==> config.mk <==
export PLATFORM = sky130hd
export DESIGN_NAME = grp_req_arbiter
export DESIGN_NICKNAME = d
export VERILOG_FILES = /design/src/rtl/grp_arb_pkg.sv /design/src/rtl/grp_arb_datapath.sv /design/src/rtl/grp_arb_control.sv /design/src/rtl/grp_req_arbiter.sv
export SDC_FILE = /design/constraint.sdc
export NUM_CORES = 1
export LEC_CHECK = 0
export ABC_AREA = 1
export BUFFER_PORTS_ARGS = -buffer_cell sky130_fd_sc_hd__buf_4
export CORE_MARGIN = 5
export CORE_UTILIZATION = 47
export CTS_BUF_LIST = sky130_fd_sc_hd__clkbuf_4 sky130_fd_sc_hd__clkbuf_8 sky130_fd_sc_hd__clkbuf_16
export DETAILED_ROUTE_END_ITERATION = 10
export PLACE_DENSITY_LB_ADDON = 0.12
export SLEW_MARGIN = 10
export SYNTH_ARGS = -nofsm -noshare
export SYNTH_HDL_FRONTEND = slang
export SYNTH_HIERARCHICAL = 1
export SYNTH_SLANG_ARGS = --single-unit
==> constraint.sdc <==
create_clock -name clk -period 16.4 [get_ports clk]
set_input_delay 3.28 -clock clk [delete_from_list [all_inputs] [get_ports clk]]
set_output_delay 3.28 -clock clk [all_outputs]
set_load 0.1 [all_outputs]
==> src/rtl/grp_arb_pkg.sv <==
package grp_arb_pkg;

  // Strobes from the control FSM to the datapath.
  typedef struct packed {
    logic launch;  // capture the current winner and start a run
    logic finish;  // the running group completed: retire its requests
  } ctrlStb_t;

endpackage

==> src/rtl/grp_arb_datapath.sv <==
module grp_arb_datapath
  import grp_arb_pkg::*;
#(
  parameter int NUM_GROUPS = 16,
  parameter int PRIO_W     = 4,
  localparam int IDX_W     = $clog2(NUM_GROUPS),
  localparam int PVEC_W    = NUM_GROUPS * PRIO_W
) (
  input  logic                  clk,
  input  logic                  rstN,
  input  logic [NUM_GROUPS-1:0] hwSaveReq,
  input  logic [NUM_GROUPS-1:0] hwRestoreReq,
  input  logic                  hwReqDisable,
  input  logic                  swTrigValid,
  input  logic [IDX_W-1:0]      swTrigGroup,
  input  logic                  swTrigRestore,
  input  logic [NUM_GROUPS-1:0] grpEnable,
  input  logic [PVEC_W-1:0]     savePrio,
  input  logic [PVEC_W-1:0]     restorePrio,
  input  ctrlStb_t              stb,
  output logic                  anyEligible,
  output logic [NUM_GROUPS-1:0] conflict,
  output logic [NUM_GROUPS-1:0] hwSavePend,
  output logic [NUM_GROUPS-1:0] hwRestorePend,
  output logic [NUM_GROUPS-1:0] swSavePend,
  output logic [NUM_GROUPS-1:0] swRestorePend,
  output logic [IDX_W-1:0]      runGroup,
  output logic                  runRestore,
  output logic                  swDone
);

  localparam logic [NUM_GROUPS-1:0] ONE_HOT0 = NUM_GROUPS'(1);

  logic [NUM_GROUPS-1:0] hwSavePendQ, hwRestorePendQ;
  logic [NUM_GROUPS-1:0] swSavePendQ, swRestorePendQ;
  logic [NUM_GROUPS-1:0] savePendAny, restorePendAny, eligible;
  logic [PRIO_W-1:0]     candPrio [NUM_GROUPS];
  logic [NUM_GROUPS-1:0] candRestore;

  logic                  winValid;
  logic [IDX_W-1:0]      winGroup;
  logic [PRIO_W-1:0]     winPrio;
  logic                  winRestore;

  logic                  runHw, runSw, swDoneQ;
  logic [IDX_W-1:0]      runGroupQ;
  logic                  runRestoreQ;

  // ---------------- request set / clear masks ----------------
  logic [NUM_GROUPS-1:0] hwSaveSet, hwRestoreSet, swSaveSet, swRestoreSet;
  logic [NUM_GROUPS-1:0] runMask;
  logic [NUM_GROUPS-1:0] hwSaveClr, hwRestoreClr, swSaveClr, swRestoreClr;
  logic [NUM_GROUPS-1:0] swSel;

  always_comb begin
    hwSaveSet    = hwReqDisable ? '0 : hwSaveReq;
    hwRestoreSet = hwReqDisable ? '0 : hwRestoreReq;
    swSel        = swTrigValid ? (ONE_HOT0 << swTrigGroup) : '0;
    swSaveSet    = swTrigRestore ? '0 : swSel;
    swRestoreSet = swTrigRestore ? swSel : '0;

    runMask      = stb.finish ? (ONE_HOT0 << runGroupQ) : '0;
    hwSaveClr    = (runHw && !runRestoreQ) ? runMask : '0;
    hwRestoreClr = (runHw &&  runRestoreQ) ? runMask : '0;
    swSaveClr    = (runSw && !runRestoreQ) ? runMask : '0;
    swRestoreClr = (runSw &&  runRestoreQ) ? runMask : '0;
  end

  // New requests win over a clear on the same edge.
  always_ff @(posedge clk or negedge rstN) begin
    if (!rstN) begin
      hwSavePendQ    <= '0;
      hwRestorePendQ <= '0;
      swSavePendQ    <= '0;
      swRestorePendQ <= '0;
    end else begin
      hwSavePendQ    <= (hwSavePendQ    & ~hwSaveClr)    | hwSaveSet;
      hwRestorePendQ <= (hwRestorePendQ & ~hwRestoreClr) | hwRestoreSet;
      swSavePendQ    <= (swSavePendQ    & ~swSaveClr)    | swSaveSet;
      swRestorePendQ <= (swRestorePendQ & ~swRestoreClr) | swRestoreSet;
    end
  end

  // ---------------- eligibility and per-group key ----------------
  assign savePendAny    = hwSavePendQ | swSavePendQ;
  assign restorePendAny = hwRestorePendQ | swRestorePendQ;
  assign conflict       = grpEnable & savePendAny & restorePendAny;
  assign eligible       = grpEnable & (savePendAny ^ restorePendAny);

  for (genvar g = 0; g < NUM_GROUPS; g++) begin : g_key
    assign candRestore[g] = restorePendAny[g];
    assign candPrio[g]    = restorePendAny[g] ? restorePrio[g*PRIO_W +: PRIO_W]
                                              : savePrio[g*PRIO_W +: PRIO_W];
  end

  // Minimum search; strict compare keeps the lowest index on a tie.
  always_comb begin
    winValid   = 1'b0;
    winGroup   = '0;
    winPrio    = '1;
    winRestore = 1'b0;
    for (int g = 0; g < NUM_GROUPS; g++) begin
      if (eligible[g] && (!winValid || (candPrio[g] < winPrio))) begin
        winValid   = 1'b1;
        winGroup   = IDX_W'(g);
        winPrio    = candPrio[g];
        winRestore = candRestore[g];
      end
    end
  end

  assign anyEligible = winValid;

  // ---------------- running group capture ----------------
  always_ff @(posedge clk or negedge rstN) begin
    if (!rstN) begin
      runGroupQ   <= '0;
      runRestoreQ <= 1'b0;
      runHw       <= 1'b0;
      runSw       <= 1'b0;
      swDoneQ     <= 1'b0;
    end else begin
      swDoneQ <= stb.finish && runSw;
      if (stb.launch) begin
        runGroupQ   <= winGroup;
        runRestoreQ <= winRestore;
        runHw       <= winRestore ? hwRestorePendQ[winGroup] : hwSavePendQ[winGroup];
        runSw       <= winRestore ? swRestorePendQ[winGroup] : swSavePendQ[winGroup];
      end
    end
  end

  assign hwSavePend    = hwSavePendQ;
  assign hwRestorePend = hwRestorePendQ;
  assign swSavePend    = swSavePendQ;
  assign swRestorePend = swRestorePendQ;
  assign runGroup      = runGroupQ;
  assign runRestore    = runRestoreQ;
  assign swDone        = swDoneQ;

  // ---------------- assertions ----------------

  hw_disable_chk: assert property (@(posedge clk) disable iff (!rstN)
    hwReqDisable |=> (((hwSavePendQ & ~$past(hwSavePendQ)) == '0) &&
                      ((hwRestorePendQ & ~$past(hwRestorePendQ)) == '0)));


  sw_save_set_chk: assert property (@(posedge clk) disable iff (!rstN)
    (swTrigValid && !swTrigRestore) |=> swSavePendQ[$past(swTrigGroup)]);


  launch_enabled_chk: assert property (@(posedge clk) disable iff (!rstN)
    stb.launch |-> grpEnable[winGroup]);


  launch_no_conflict_chk: assert property (@(posedge clk) disable iff (!rstN)
    stb.launch |-> !conflict[winGroup]);


  sw_done_src_chk: assert property (@(posedge clk) disable iff (!rstN)
    swDoneQ |-> $past(stb.finish));

endmodule

==> src/rtl/grp_arb_control.sv <==
module grp_arb_control
  import grp_arb_pkg::*;
(
  input  logic     clk,
  input  logic     rstN,
  input  logic     anyEligible,
  input  logic     engineDone,
  output ctrlStb_t stb,
  output logic     launchValid,
  output logic     busy
);

  typedef enum logic {ST_IDLE, ST_RUN} runState_t;

  runState_t state;
  logic      launchQ;

  // Arbitration only acts while idle, so a run is never pre-empted.
  always_comb begin
    stb.launch = (state == ST_IDLE) && anyEligible;
    stb.finish = (state == ST_RUN) && engineDone;
  end

  always_ff @(posedge clk or negedge rstN) begin
    if (!rstN) begin
      state   <= ST_IDLE;
      launchQ <= 1'b0;
    end else begin
      launchQ <= stb.launch;
      case (state)
        ST_IDLE: if (stb.launch) state <= ST_RUN;
        ST_RUN:  if (stb.finish) state <= ST_IDLE;
        default: state <= ST_IDLE;
      endcase
    end
  end

  assign launchValid = launchQ;
  assign busy        = (state == ST_RUN);


  launch_pulse_chk: assert property (@(posedge clk) disable iff (!rstN)
    launchValid |=> !launchValid);


  launch_busy_chk: assert property (@(posedge clk) disable iff (!rstN)
    launchValid |-> busy);


  no_preempt_chk: assert property (@(posedge clk) disable iff (!rstN)
    (busy && !engineDone) |=> (busy && !launchValid));


  idle_done_ignored_chk: assert property (@(posedge clk) disable iff (!rstN)
    (!busy && !anyEligible) |=> !busy);

endmodule

==> src/rtl/grp_req_arbiter.sv <==
module grp_req_arbiter
  import grp_arb_pkg::*;
#(
  parameter int NUM_GROUPS = 16,
  parameter int PRIO_W     = 4,
  localparam int IDX_W     = $clog2(NUM_GROUPS),
  localparam int PVEC_W    = NUM_GROUPS * PRIO_W
) (
  input  logic                  clk,
  input  logic                  rstN,
  input  logic [NUM_GROUPS-1:0] hwSaveReq,
  input  logic [NUM_GROUPS-1:0] hwRestoreReq,
  input  logic                  hwReqDisable,
  input  logic                  swTrigValid,
  input  logic [IDX_W-1:0]      swTrigGroup,
  input  logic                  swTrigRestore,
  input  logic [NUM_GROUPS-1:0] grpEnable,
  input  logic [PVEC_W-1:0]     savePrio,
  input  logic [PVEC_W-1:0]     restorePrio,
  input  logic                  engineDone,
  output logic                  launchValid,
  output logic [IDX_W-1:0]      launchGroup,
  output logic                  launchRestore,
  output logic                  busy,
  output logic                  swDone,
  output logic [NUM_GROUPS-1:0] conflict,
  output logic [NUM_GROUPS-1:0] hwSavePend,
  output logic [NUM_GROUPS-1:0] hwRestorePend,
  output logic [NUM_GROUPS-1:0] swSavePend,
  output logic [NUM_GROUPS-1:0] swRestorePend
);

  ctrlStb_t stb;
  logic     anyEligible;

  grp_arb_control u_ctrl (
    .clk         (clk),
    .rstN        (rstN),
    .anyEligible (anyEligible),
    .engineDone  (engineDone),
    .stb         (stb),
    .launchValid (launchValid),
    .busy        (busy)
  );

  grp_arb_datapath #(
    .NUM_GROUPS (NUM_GROUPS),
    .PRIO_W     (PRIO_W)
  ) u_dp (
    .clk           (clk),
    .rstN          (rstN),
    .hwSaveReq     (hwSaveReq),
    .hwRestoreReq  (hwRestoreReq),
    .hwReqDisable  (hwReqDisable),
    .swTrigValid   (swTrigValid),
    .swTrigGroup   (swTrigGroup),
    .swTrigRestore (swTrigRestore),
    .grpEnable     (grpEnable),
    .savePrio      (savePrio),
    .restorePrio   (restorePrio),
    .stb           (stb),
    .anyEligible   (anyEligible),
    .conflict      (conflict),
    .hwSavePend    (hwSavePend),
    .hwRestorePend (hwRestorePend),
    .swSavePend    (swSavePend),
    .swRestorePend (swRestorePend),
    .runGroup      (launchGroup),
    .runRestore    (launchRestore),
    .swDone        (swDone)
  );


  hold_launch_chk: assert property (@(posedge clk) disable iff (!rstN)
    (busy && !launchValid) |-> ($stable(launchGroup) && $stable(launchRestore)));

endmodule

Yosys cells after proc, flatten, opt, wreduce, memory -nomap -nowiden:

Cells that the tools add are included.

* flip-flop bits (word level): 74
* input port bits: 186
* output and inout port bits: 88
* word-level logic and storage cells: 202

* order comparisons: 16
* shift operators: 2
* mux-type cells: 101
* bitwise gates (word level): 19
* reduce and logical (&&, ||, !) cells: 53

Operator list (number)
* $mux W16: 10
* $mux W4: 39
* $and A16 B16 Y16: 7
* $or A16 B16 Y16: 6
* $not A16 Y16: 4
* $lt A4 B4 Y1: 15
* $mux W1: 41
* $shl A1 B4 Y16 const A: 2
* $logic_and A1 B1 Y1: 22
* $bmux W1 S4: 4
* $logic_not A1 Y1: 16
* $xor A16 B16 Y16: 1
* $logic_or A1 B1 Y1: 15
* $mux W3: 4
* $lt A4 B5 Y1 const B: 1
* $mux W2: 2
* $pmux W1 S2: 1
* $not A1 Y1: 1

Longest topological paths before layout:

Gate-level depths: netlist (run 1).

* word-level depth: 67
* mapped depth: 178
* depth with buffers taken out: 170

By module:

The synthesis (run 1) kept the hierarchy.

By module, submodules not included
* grp_arb_datapath: times used 1, cells each 1339, area each 7835.0 um^2, sequential area each 1801.7 um^2
* grp_arb_control: times used 1, cells each 10, area each 85.1 um^2, sequential area each 50.0 um^2

Worst setup path after synthesis (run 1):

No wires, ideal clock.

* kind: input to register
* start: input savePrio[7]
* end: register u_dp.runSw
* library setup time: 124 ps
* arrival: 18416 ps
* data required time: 16276 ps
* slack: -2140 ps
* stages: 157
* buffers on the path: 9
* cells stage by stage: mux2_2 -> ha_1 -> a21oi_1 -> nand2_1 -> nand2_4 -> nand2_4 -> o21ai_0 -> ha_1 -> nand2_1 -> inv_1 -> nand2_1 -> clkinv_1 -> nand2_1 -> nand2_1 -> nand2_2 -> nand2_2 -> buf_6 -> o21ai_0 -> (+121 left out) -> nand2_1 -> o21ai_0 -> ha_1 -> nand2_1 -> inv_1 -> nand2_1 -> nand2_1 -> nand2_2 -> nand2_2 -> buf_6 -> nand3_4 -> buf_12 -> nand3_1 -> nand3_1 -> nand3_1 -> nand2_1 -> nand2_1 -> nand3_1

* longest elaborated chain between the ends: 64
* elaborated cells on any way between the ends: 125
* those cells by class: order compare (15); mux (65); reduce/logical (45)

Ends and longest elaborated chain
* start: declaration: line grp_req_arbiter.sv:18 `input logic [PVEC_W-1:0] savePrio,`
* $mux W4 (*): line grp_arb_datapath.sv:92 `assign candPrio[g] = restorePendAny[g] ? restorePrio[g*PRIO_W +: PRIO_W]`
* $lt A4 B4 Y1: line grp_arb_datapath.sv:103 `if (eligible[g] && (!winValid || (candPrio[g] < winPrio))) begin`
* $logic_or A1 B1 Y1: line grp_arb_datapath.sv:103
* $logic_and A1 B1 Y1: line grp_arb_datapath.sv:103
* $mux W4 or $mux W1 (tied branches): line grp_arb_datapath.sv:103
* $lt A4 B4 Y1 or $logic_not A1 Y1 (tied branches): line grp_arb_datapath.sv:103
* $logic_or A1 B1 Y1: line grp_arb_datapath.sv:103
* $logic_and A1 B1 Y1: line grp_arb_datapath.sv:103
* (+48 left out)
* $mux W4 or $mux W1 (tied branches): line grp_arb_datapath.sv:103
* $lt A4 B4 Y1 or $logic_not A1 Y1 (tied branches): line grp_arb_datapath.sv:103
* $logic_or A1 B1 Y1: line grp_arb_datapath.sv:103
* $logic_and A1 B1 Y1: line grp_arb_datapath.sv:103
* $mux W4: line grp_arb_datapath.sv:103
* $bmux W1 S4: line grp_arb_datapath.sv:128 `runSw <= winRestore ? swRestorePendQ[winGroup] : swSavePendQ[winGroup];`
* $mux W1 (implied by the code): line grp_arb_datapath.sv:128
* $mux W1: line grp_arb_datapath.sv:128
* end signal: assignment: line grp_arb_datapath.sv:128
* end: declaration: line grp_arb_datapath.sv:45 `logic runHw, runSw, swDoneQ;`

Every way passes the cells marked *; elsewhere a longest branch is shown, timed or not. The select of a mux whose other input is x is not followed.
A chain may end at the register's enable or synchronous reset.

Worst setup path after layout (run 1):

* start: input restorePrio[7]
* end: register u_dp.runSw

* longest elaborated chain between the ends: 64
* elaborated cells on any way between the ends: 125
* those cells by class: order compare (15); mux (65); reduce/logical (45)

Ends and longest elaborated chain
* start: declaration: line grp_req_arbiter.sv:19 `input logic [PVEC_W-1:0] restorePrio,`
* $mux W4 (*): line grp_arb_datapath.sv:92
* $lt A4 B4 Y1: line grp_arb_datapath.sv:103
* $logic_or A1 B1 Y1: line grp_arb_datapath.sv:103
* $logic_and A1 B1 Y1: line grp_arb_datapath.sv:103
* $mux W4 or $mux W1 (tied branches): line grp_arb_datapath.sv:103
* $lt A4 B4 Y1 or $logic_not A1 Y1 (tied branches): line grp_arb_datapath.sv:103
* $logic_or A1 B1 Y1: line grp_arb_datapath.sv:103
* $logic_and A1 B1 Y1: line grp_arb_datapath.sv:103
* (+48 left out)
* $mux W4 or $mux W1 (tied branches): line grp_arb_datapath.sv:103
* $lt A4 B4 Y1 or $logic_not A1 Y1 (tied branches): line grp_arb_datapath.sv:103
* $logic_or A1 B1 Y1: line grp_arb_datapath.sv:103
* $logic_and A1 B1 Y1: line grp_arb_datapath.sv:103
* $mux W4: line grp_arb_datapath.sv:103
* $bmux W1 S4: line grp_arb_datapath.sv:128
* $mux W1 (implied by the code): line grp_arb_datapath.sv:128
* $mux W1: line grp_arb_datapath.sv:128

Marked as above.

==> results of run 1 <==
==> synth_stat cells <==
cell type	count	area, um^2
sky130_fd_sc_hd__nor2_2	4	25.0
sky130_fd_sc_hd__or2_2	9	56.3
sky130_fd_sc_hd__clkinv_1	7	26.3
sky130_fd_sc_hd__inv_2	3	11.3
sky130_fd_sc_hd__nand3b_1	20	150
sky130_fd_sc_hd__nor2_4	1	11.3
sky130_fd_sc_hd__mux2_2	6	67.6
sky130_fd_sc_hd__o21ai_1	4	20.0
sky130_fd_sc_hd__nand2_1	386	1450
sky130_fd_sc_hd__clkbuf_1	9	33.8
sky130_fd_sc_hd__nand3_4	1	17.5
sky130_fd_sc_hd__buf_6	9	101
sky130_fd_sc_hd__buf_8	2	30.0
sky130_fd_sc_hd__nor2_1	90	338
sky130_fd_sc_hd__buf_2	4	20.0
sky130_fd_sc_hd__a21oi_2	1	8.76
sky130_fd_sc_hd__mux2i_1	2	20.0
sky130_fd_sc_hd__nand4_1	1	6.26
sky130_fd_sc_hd__o21ai_0	198	991
sky130_fd_sc_hd__buf_12	1	20.0
sky130_fd_sc_hd__nand2_4	6	67.6
sky130_fd_sc_hd__nand2_2	30	188
sky130_fd_sc_hd__a21oi_1	24	120
sky130_fd_sc_hd__dfrtp_1	74	1850
sky130_fd_sc_hd__nand4_4	1	21.3
sky130_fd_sc_hd__buf_4	3	22.5
sky130_fd_sc_hd__nand3_1	143	716
sky130_fd_sc_hd__inv_1	236	886
sky130_fd_sc_hd__nor3_1	31	155
sky130_fd_sc_hd__o211ai_1	7	52.6
sky130_fd_sc_hd__nand3_2	3	30.0
sky130_fd_sc_hd__or2_0	1	6.26
sky130_fd_sc_hd__ha_1	32	400
==> worst max-delay path, delay by kind of cell <==
family,cells,cell delay [ns]
AO/OA/AOI/OAI,16,1.66
adder cells (fa/ha/maj),14,3.82
buffers and inverters,32,1.99
multiplexers,1,0.29
AND/OR/NAND/NOR,95,6.81
==> path summary, 6_finish.rpt <==
path	startpoint	end	slack [ns]	cells after the start
min in group asynchronous	rstN	u_dp/hwSavePend[14]	3.11	1
setup / recovery	restorePrio[7]	u_dp/runSw	-1.29	158
hold reg to reg	u_ctrl/busy	u_ctrl/busy	0.55	2
max in group asynchronous	rstN	u_dp/hwRestorePend[6]	12.69	1
setup reg to reg	u_dp/hwRestorePend[1]	u_dp/runSw	0.94	158
hold / removal	u_ctrl/busy	u_ctrl/busy	0.55	2
==> cell type report <==
| type | count | area [um^2] | area share |
|---|---|---|---|
| Clock buffer | 11 | 253 | 0.0201 |
| Clock inverter | 4 | 75.1 | 0.00597 |
| Inverter | 246 | 928 | 0.0738 |
| Multi-Input combinational cell | 1002 | 5660 | 0.450 |
| Sequential cell | 74 | 1850 | 0.147 |
| Tap cell | 220 | 275 | 0.0219 |
| Timing Repair Buffer | 444 | 3540 | 0.281 |
==> metrics by stage <==
stage	TNS [ns]	util
6_report	-7.57	0.759
5_1_grt	-15.89	0.759
2_1_floorplan	-6.28	-
3_3_place_gp	-7.15	0.667
3_5_place_dp	-10.01	0.667
4_1_cts	-4.21	0.730
==> cells by family (layout without fill, tap and decap cells) <==
| kind of cell | Yosys count | count (layout) | synth area share |
|---|---|---|---|
| compound gates | 234 | 234 | 0.151 |
| fa+ha+maj | 32 | 32 | 0.0506 |
| buf+inv | 274 | 705 | 0.145 |
| flops | 74 | 74 | 0.234 |
| mux | 8 | 8 | 0.0111 |
| simple gates | 727 | 728 | 0.409 |
==> state kept, by name, indices dropped and copies added, names as in the netlist <==
signal,flops
u_dp/runHw,1
u_dp/runSw,1
u_dp/swRestorePend,16
u_dp/swSavePend,16
u_dp/runRestore,1
u_dp/runGroup,4
u_dp/swDone,1
u_dp/hwSavePend,16
u_dp/hwRestorePend,16
u_ctrl/launchValid,1
u_ctrl/busy,1
==> layer usage <==
metal / global-route usage / routed length (um) / vias to the layer above / share of wire
met1: 0.413 / 13300 / 4817 / 0.41
met3: 0.0521 / 3000 / 92 / 0.092
met2: 0.501 / 15200 / 551 / 0.47
met4: 0.0709 / 897 / 0 / 0.028
met5: 0 / 0 / - / 0
li1: - / - / 5149 / -
==> timing repair <==
| action | 4_1_cts | 5_1_grt |
|---|---|---|
| gates resized for setup | 69 | 63 |
| buffers inserted | 47 | 12 |
| gates cloned | 3 | 2 |
| pin swaps | 27 | 52 |
| endpoints found under the setup margin | 7 | 7 |
| hold endpoints to repair | 0 | 0 |
==> power breakdown <==
part           switching, W  total, W  internal (W)
sequential        0.0000449  0.000255      0.000210
combinational      0.000333  0.000445      0.000112
clock             0.0000775  0.000218      0.000141
==> results.rst, run 1 <==
.. list-table::
   :header-rows: 1

   * - Metric
     - Value
   * - Outcome
     - finished with violations
   * - Violations in the final reports
     - setup timing
   * - Clock-pin slew on the worst setup and hold paths
     - 0.06 ns
   * - Area of the die
     - around 20000 um^2
   * - Initial antenna violation count
     - 0
   * - Core region area
     - 16600 um^2
   * - GP Congestion
     - slightly above 0.9
   * - Ratio of cells with drive above 1 in the final layout
     - 0.358
   * - Clk buf depth
     - 2
   * - Least-Margin Pin Slew
     - 0.987 ns
   * - Number of port buffers
     - 273
   * - Grt total ovfl
     - 0
   * - Max-cap viol count
     - 0
   * - Kind of start point of the critical path
     - input pin
   * - Path type of the worst min-delay path
     - register to register
   * - Maximum level of the CTS H-tree
     - 3
   * - Post-route worst hold slack
     - approximately 0.55 ns
   * - Worst setup slack after layout
     - -1.29 ns
   * - Setup repair after global routing missed its margin
     - true
   * - Final wirelength
     - between 30000 and 40000 um
   * - WP data required
     - approximately 17 ns
   * - Final clock period utilization by the worst path
     - 1.08
   * - Maximum vdd ir drop
     - around 0.12 mV
   * - Final hold violation count
     - 0
   * - TritonCTS clock tree
     - yes
   * - Row count
     - 47
   * - Ys Warns
     - 6
   * - Number of buffers added to fix hold violations after cts
     - 0
   * - Power consumption
     - 0.000919 W
   * - Final number of max-transition violations
     - 0
   * - CP dominant cell by count
     - sky130_fd_sc_hd__nand2_1
   * - Wire length per cell
     - about 16 um
   * - Power per Cell Area
     - 73.0 nW/um^2
   * - Cell count after synthesis
     - roughly 1300
   * - Final worst path period need
     - around 18 ns
   * - Number of placed I/O pins
     - 274
   * - CP Capture Type
     - register
   * - Cell count after placement
     - 1922
   * - Root buffer cell
     - sky130_fd_sc_hd__clkbuf_16
   * - Detailed-routing iteration count for the pre-antenna-repair pass
     - 8
   * - Post-synthesis net count
     - 1567
   * - Peak clock frequency supported by timing
     - 56.5 MHz
   * - Antenna Nets Post-Route
     - 0
   * - Via count
     - 10609
   * - Total setup violations reported at the end of the flow
     - 7
   * - Arrival @ worst endpoint
     - 17.96 ns
   * - Max-Slew Margin vs Limit
     - 0.337
   * - Syn-to-layout area delta
     - 58.8%
   * - Static leakage
     - ~7 nW
   * - Synth Register Bits
     - 74
   * - Master of the slowest instance on the critical path
     - sky130_fd_sc_hd__ha_1
   * - Fin area
     - 12600 um^2
   * - Die Y
     - 140 um
   * - DIE WIDTH
     - 140 um
   * - Category of the most critical setup path
     - input pin to register
   * - First-iteration detailed-routing DRC count
     - 1015
   * - Vias in the first global route
     - 9757
   * - Synth Area per Inst
     - 5.87 um^2
   * - DR DRC count
     - 0
   * - Starting utilization of the core area
     - 0.478
   * - Post-synthesis cell area
     - 7920 um^2
   * - Fraction of the yosys area taken by sequential cells
     - 0.234
   * - Highest fanout seen on the critical path
     - 8
   * - Inserted Diodes
     - 0
   * - Post-placement cell area
     - about 11000 um^2
   * - Layout Cells excl Fill
     - roughly 2000
   * - Detailed-route vias per instance
     - 5.30
   * - Fillers
     - 1364
   * - GRT Total Usage
     - 0.302
   * - Yosys cell types
     - 33
   * - Pin count of the biggest net entering global routing
     - 75
   * - Pre-CTS worst setup slack
     - -1.64 ns
   * - Clock sink total
     - 74
   * - Maximum cell stage delay along the critical path
     - 0.32 ns
   * - Clock buffer count from CTS
     - 9
   * - Clock latency on the worst-skew pair
     - 0.33 ns
   * - Post-layout net count
     - 1995
   * - Most frequent standard cell in the layout excluding fill and tap cells
     - sky130_fd_sc_hd__buf_4
   * - Global-route wire length before repair
     - 49100 um
   * - Most frequent cells in the layout
     - 423 x sky130_fd_sc_hd__buf_4, 344 x sky130_fd_sc_hd__nand2_1, 233 x sky130_fd_sc_hd__inv_1
   * - Half-perimeter wire length of the detailed placement result
     - between 20000 and 25000 um
   * - Setup Skew
     - between 0.007 and 0.008 ns
No activity file was read; power rests on OpenSTA's default activity.
==> inputs of run 2 (changes only) <==
--- a/config.mk
+++ b/config.mk
@@ -5,10 +5,9 @@
 export SDC_FILE = /design/constraint.sdc
 export NUM_CORES = 1
 export LEC_CHECK = 0
-export ABC_AREA = 1
 export BUFFER_PORTS_ARGS = -buffer_cell sky130_fd_sc_hd__buf_4
 export CORE_MARGIN = 5
-export CORE_UTILIZATION = 47
+export CORE_UTILIZATION = 48
 export CTS_BUF_LIST = sky130_fd_sc_hd__clkbuf_4 sky130_fd_sc_hd__clkbuf_8 sky130_fd_sc_hd__clkbuf_16
 export DETAILED_ROUTE_END_ITERATION = 10
 export PLACE_DENSITY_LB_ADDON = 0.12
==> results.rst, run 2 <==
.. list-table::
   :header-rows: 1

   * - Metric
     - Value
   * - Synth Register Bits
     - 74
   * - GRT Total Usage
     - 0.368
   * - Static leakage
     - just under 7 nW
   * - Setup Skew
     - 0.00621 ns
   * - Fraction of power spent switching nets
     - 0.528
   * - Summed negative setup slack over all endpoints
     - -47.51 ns
   * - Maximum level of the CTS H-tree
     - 3
   * - Leading register cell type out of synthesis
     - sky130_fd_sc_hd__dfrtp_1
   * - Final hold violation count
     - 0
   * - Number of placed I/O pins
     - 274
   * - Share of cell area taken by muxes after synthesis
     - 0.128
   * - Global-route wire length before repair
     - between 60000 and 70000 um
   * - Portion of total power attributed to sequential cells
     - 0.212
   * - Area fraction in compound gates after synthesis
     - 0.327
   * - Via count
     - about 12000
   * - Maximum vdd ir drop
     - roughly 0.21 mV
   * - Logic pwr share
     - 0.628
   * - Most frequent cells after synthesis
     - 173 x sky130_fd_sc_hd__o21ai_0, 116 x sky130_fd_sc_hd__nand2_1, 91 x sky130_fd_sc_hd__nor2_1, 74 x sky130_fd_sc_hd__dfrtp_1, 52 x sky130_fd_sc_hd__mux2_2
   * - Yosys cell types
     - ~100
   * - Post-synthesis cell area
     - 8650 um^2
   * - Antenna Nets Post-Route
     - 0
   * - GP Congestion
     - 0.979
   * - Number of port buffers
     - approximately 270
   * - Ys Warns
     - 6
   * - Clock network fraction of total power
     - 0.159
   * - Root buffer cell
     - sky130_fd_sc_hd__clkbuf_16
   * - Master of the slowest instance on the critical path
     - sky130_fd_sc_hd__or3_4
   * - Initial antenna violation count
     - 0
   * - CP dominant cell by count
     - sky130_fd_sc_hd__buf_4
   * - Final clock period utilization by the worst path
     - 1.44
   * - Highest fanout seen on the critical path
     - 8
   * - Number of buffers added to fix hold violations after cts
     - 0
   * - Clk buf depth
     - 2
   * - Detailed-route vias per instance
     - roughly 6.3
   * - Syn-to-layout area delta
     - 74.0%
   * - Vias in the first global route
     - 11951
   * - Clock latency on the worst-skew pair
     - 0.34 ns
   * - Inserted Diodes
     - 0
   * - Area of the die
     - 20800 um^2
   * - Share of synthesized cell area in full adder, half adder and majority cells
     - 0.0486
   * - WP data required
     - about 17 ns
   * - Half-perimeter wire length of the detailed placement result
     - 31200 um
   * - Peak clock frequency supported by timing
     - approximately 42 MHz
   * - Die Y
     - 144 um
   * - Register area
     - 1850 um^2
   * - Final wirelength
     - between 40000 and 50000 um
   * - Area leader, netlist
     - sky130_fd_sc_hd__dfrtp_1
   * - Multi-input logic area
     - 7400 um^2
   * - Switching power of the nets
     - 0.000677 W
   * - TritonCTS clock tree
     - yes
   * - Fraction of synthesis flops using an asynchronous set or reset pin
     - 1.00
   * - Buffer and inverter count on the worst path
     - 14
   * - Path type of the worst min-delay path
     - register to register
   * - Max-Slew Margin vs Limit
     - 0.386
   * - Category of the most critical setup path
     - input pin to register
   * - CP top delay family
     - compound AO/OA/AOI/OAI gates
   * - Kind of start point of the critical path
     - input pin
   * - Post-synthesis net count
     - between 1000 and 1500
   * - Share of synthesized cell area in and, or, nand and nor gates
     - 0.224
   * - Clock-pin slew on the worst setup and hold paths
     - 0.06 ns
   * - Setup slack of the worst register-to-register path
     - -5.02 ns
   * - First-iteration detailed-routing DRC count
     - 1311
   * - Final number of max-transition violations
     - 0
   * - Max-cap viol count
     - 0
   * - Clock sink total
     - 74
   * - Internal power
     - 0.000604 W
   * - Least-Margin Pin Slew
     - between 0.9 and 1 ns
   * - Wire length per cell
     - roughly 21 um
   * - Share of the synthesized netlist area taken by xor and xnor gates
     - 0.0200
   * - Cell count after synthesis
     - 1097
   * - Number of enable-type register cells in the synthesized netlist
     - 0
   * - Arrival @ worst endpoint
     - 23.86 ns
   * - Total setup violations reported at the end of the flow
     - 7
   * - Outcome
     - finished with violations
   * - Post-layout net count
     - ~2000
   * - Final worst path period need
     - 23.63 ns
   * - Portion of synthesized cell area occupied by the leading cell type
     - 0.214
   * - DIE WIDTH
     - ~140 um
   * - Maximum cell stage delay along the critical path
     - roughly 0.41 ns
   * - Fillers
     - 1078
   * - Setup repair after global routing missed its margin
     - true
   * - Synth Area per Inst
     - 7.88 um^2
   * - Ratio of cells with drive above 1 in the final layout
     - 0.523
   * - Pin count of the biggest net entering global routing
     - 75
   * - Detailed-routing iteration count for the pre-antenna-repair pass
     - 8
   * - Grt total ovfl
     - 0
   * - Most frequent cells in the layout
     - 633 x sky130_fd_sc_hd__buf_4, 157 x sky130_fd_sc_hd__o21ai_0, 106 x sky130_fd_sc_hd__nand2_1
   * - Leading cell type by number of instances after synthesis
     - sky130_fd_sc_hd__o21ai_0
   * - Starting utilization of the core area
     - 0.485
   * - Power per Cell Area
     - 85.1 nW/um^2
   * - Worst setup slack after layout
     - -7.23 ns
   * - Row count
     - 49
   * - Post-route worst hold slack
     - about 0.55 ns
   * - Dominant combinational cell family by area after synthesis
     - compound AO/OA/AOI/OAI gates
   * - Clock buffer count from CTS
     - 9
   * - Violations in the final reports
     - setup timing
   * - Core region area
     - 17800 um^2
   * - Most frequent standard cell in the layout excluding fill and tap cells
     - sky130_fd_sc_hd__buf_4
   * - DR DRC count
     - 0
   * - CP Capture Type
     - register
   * - Fraction of the yosys area taken by sequential cells
     - 0.214
   * - Ranking of synthesized cells by area
     - sky130_fd_sc_hd__dfrtp_1 21%, sky130_fd_sc_hd__o21ai_0 10%, sky130_fd_sc_hd__mux2_2 6.8%
## run 2: per-layer routing
layer  wire length (um)  part of all wire  GRT usage
met1              15400              0.37      0.453
met2              20200              0.48      0.633
met3               4050             0.097     0.0655
met4               2230             0.053      0.159
met5                  0                 0          0
## run 2: cells by family (layout without fill, tap and decap cells)
kind of cell	Yosys count	count (layout)
flip-flops	74	74
AND/OR/NAND/NOR	375	375
XOR/XNOR	18	18
adder cells (fa/ha/maj)	34	34
AO/OA/AOI/OAI	416	416
multiplexers	104	104
buffers and inverters	76	721
## run 2: worst paths after layout
kind	from	endpoint	depth (start not counted)
max	savePrio[0]	u_dp/runHw	117
min	u_ctrl/busy	u_ctrl/busy	1
max reg2reg	u_dp/hwRestorePend[0]	u_dp/runHw	119
min reg2reg	u_ctrl/busy	u_ctrl/busy	1
max in group asynchronous	rstN	u_dp/hwRestorePend[11]	1
min in group asynchronous	rstN	u_dp/hwRestorePend[13]	1
## run 2: per-stage QoR
stage | power, W | instance area [um^2] | worst slack [ns] | utilization | cells
after global routing | 0.00132 | 15000 | -8.05 | 0.843 | 1971
after detailed placement | 0.000994 | 13500 | -7.26 | 0.758 | 1869
after CTS | 0.00123 | 14500 | -6.35 | 0.815 | 1944
after floorplan | 0.000729 | 9120 | -7.08 | - | 1097
after global placement | 0.000983 | 13500 | -6.61 | 0.758 | 1869
final | 0.00128 | 15000 | -7.23 | 0.843 | 1971
## run 2: timing repair
item	4_1_cts	5_1_grt
pin swaps	63	79
resized for setup	59	57
endpoints found under the setup margin	7	7
buffers inserted	59	27
gates cloned	0	1
## run 2: area by class of cell
class	count	share of cell area
multi-input cells	947	0.492
well taps	229	0.0190
flip-flops and latches	74	0.123
clock inverters	7	0.00549
repair buffers	654	0.333
clock buffers	9	0.0150
inverters	51	0.0129
## run 2: power groups by stage
stage	Combinational [W]	Sequential, W	Clock, W
floorplan	0.000231	0.000498	0
global placement	0.000714	0.000269	0
detailed placement	0.000724	0.000270	0
CTS	0.000759	0.000268	0.000204
global route	0.000835	0.000276	0.000213
finish	0.000805	0.000272	0.000204
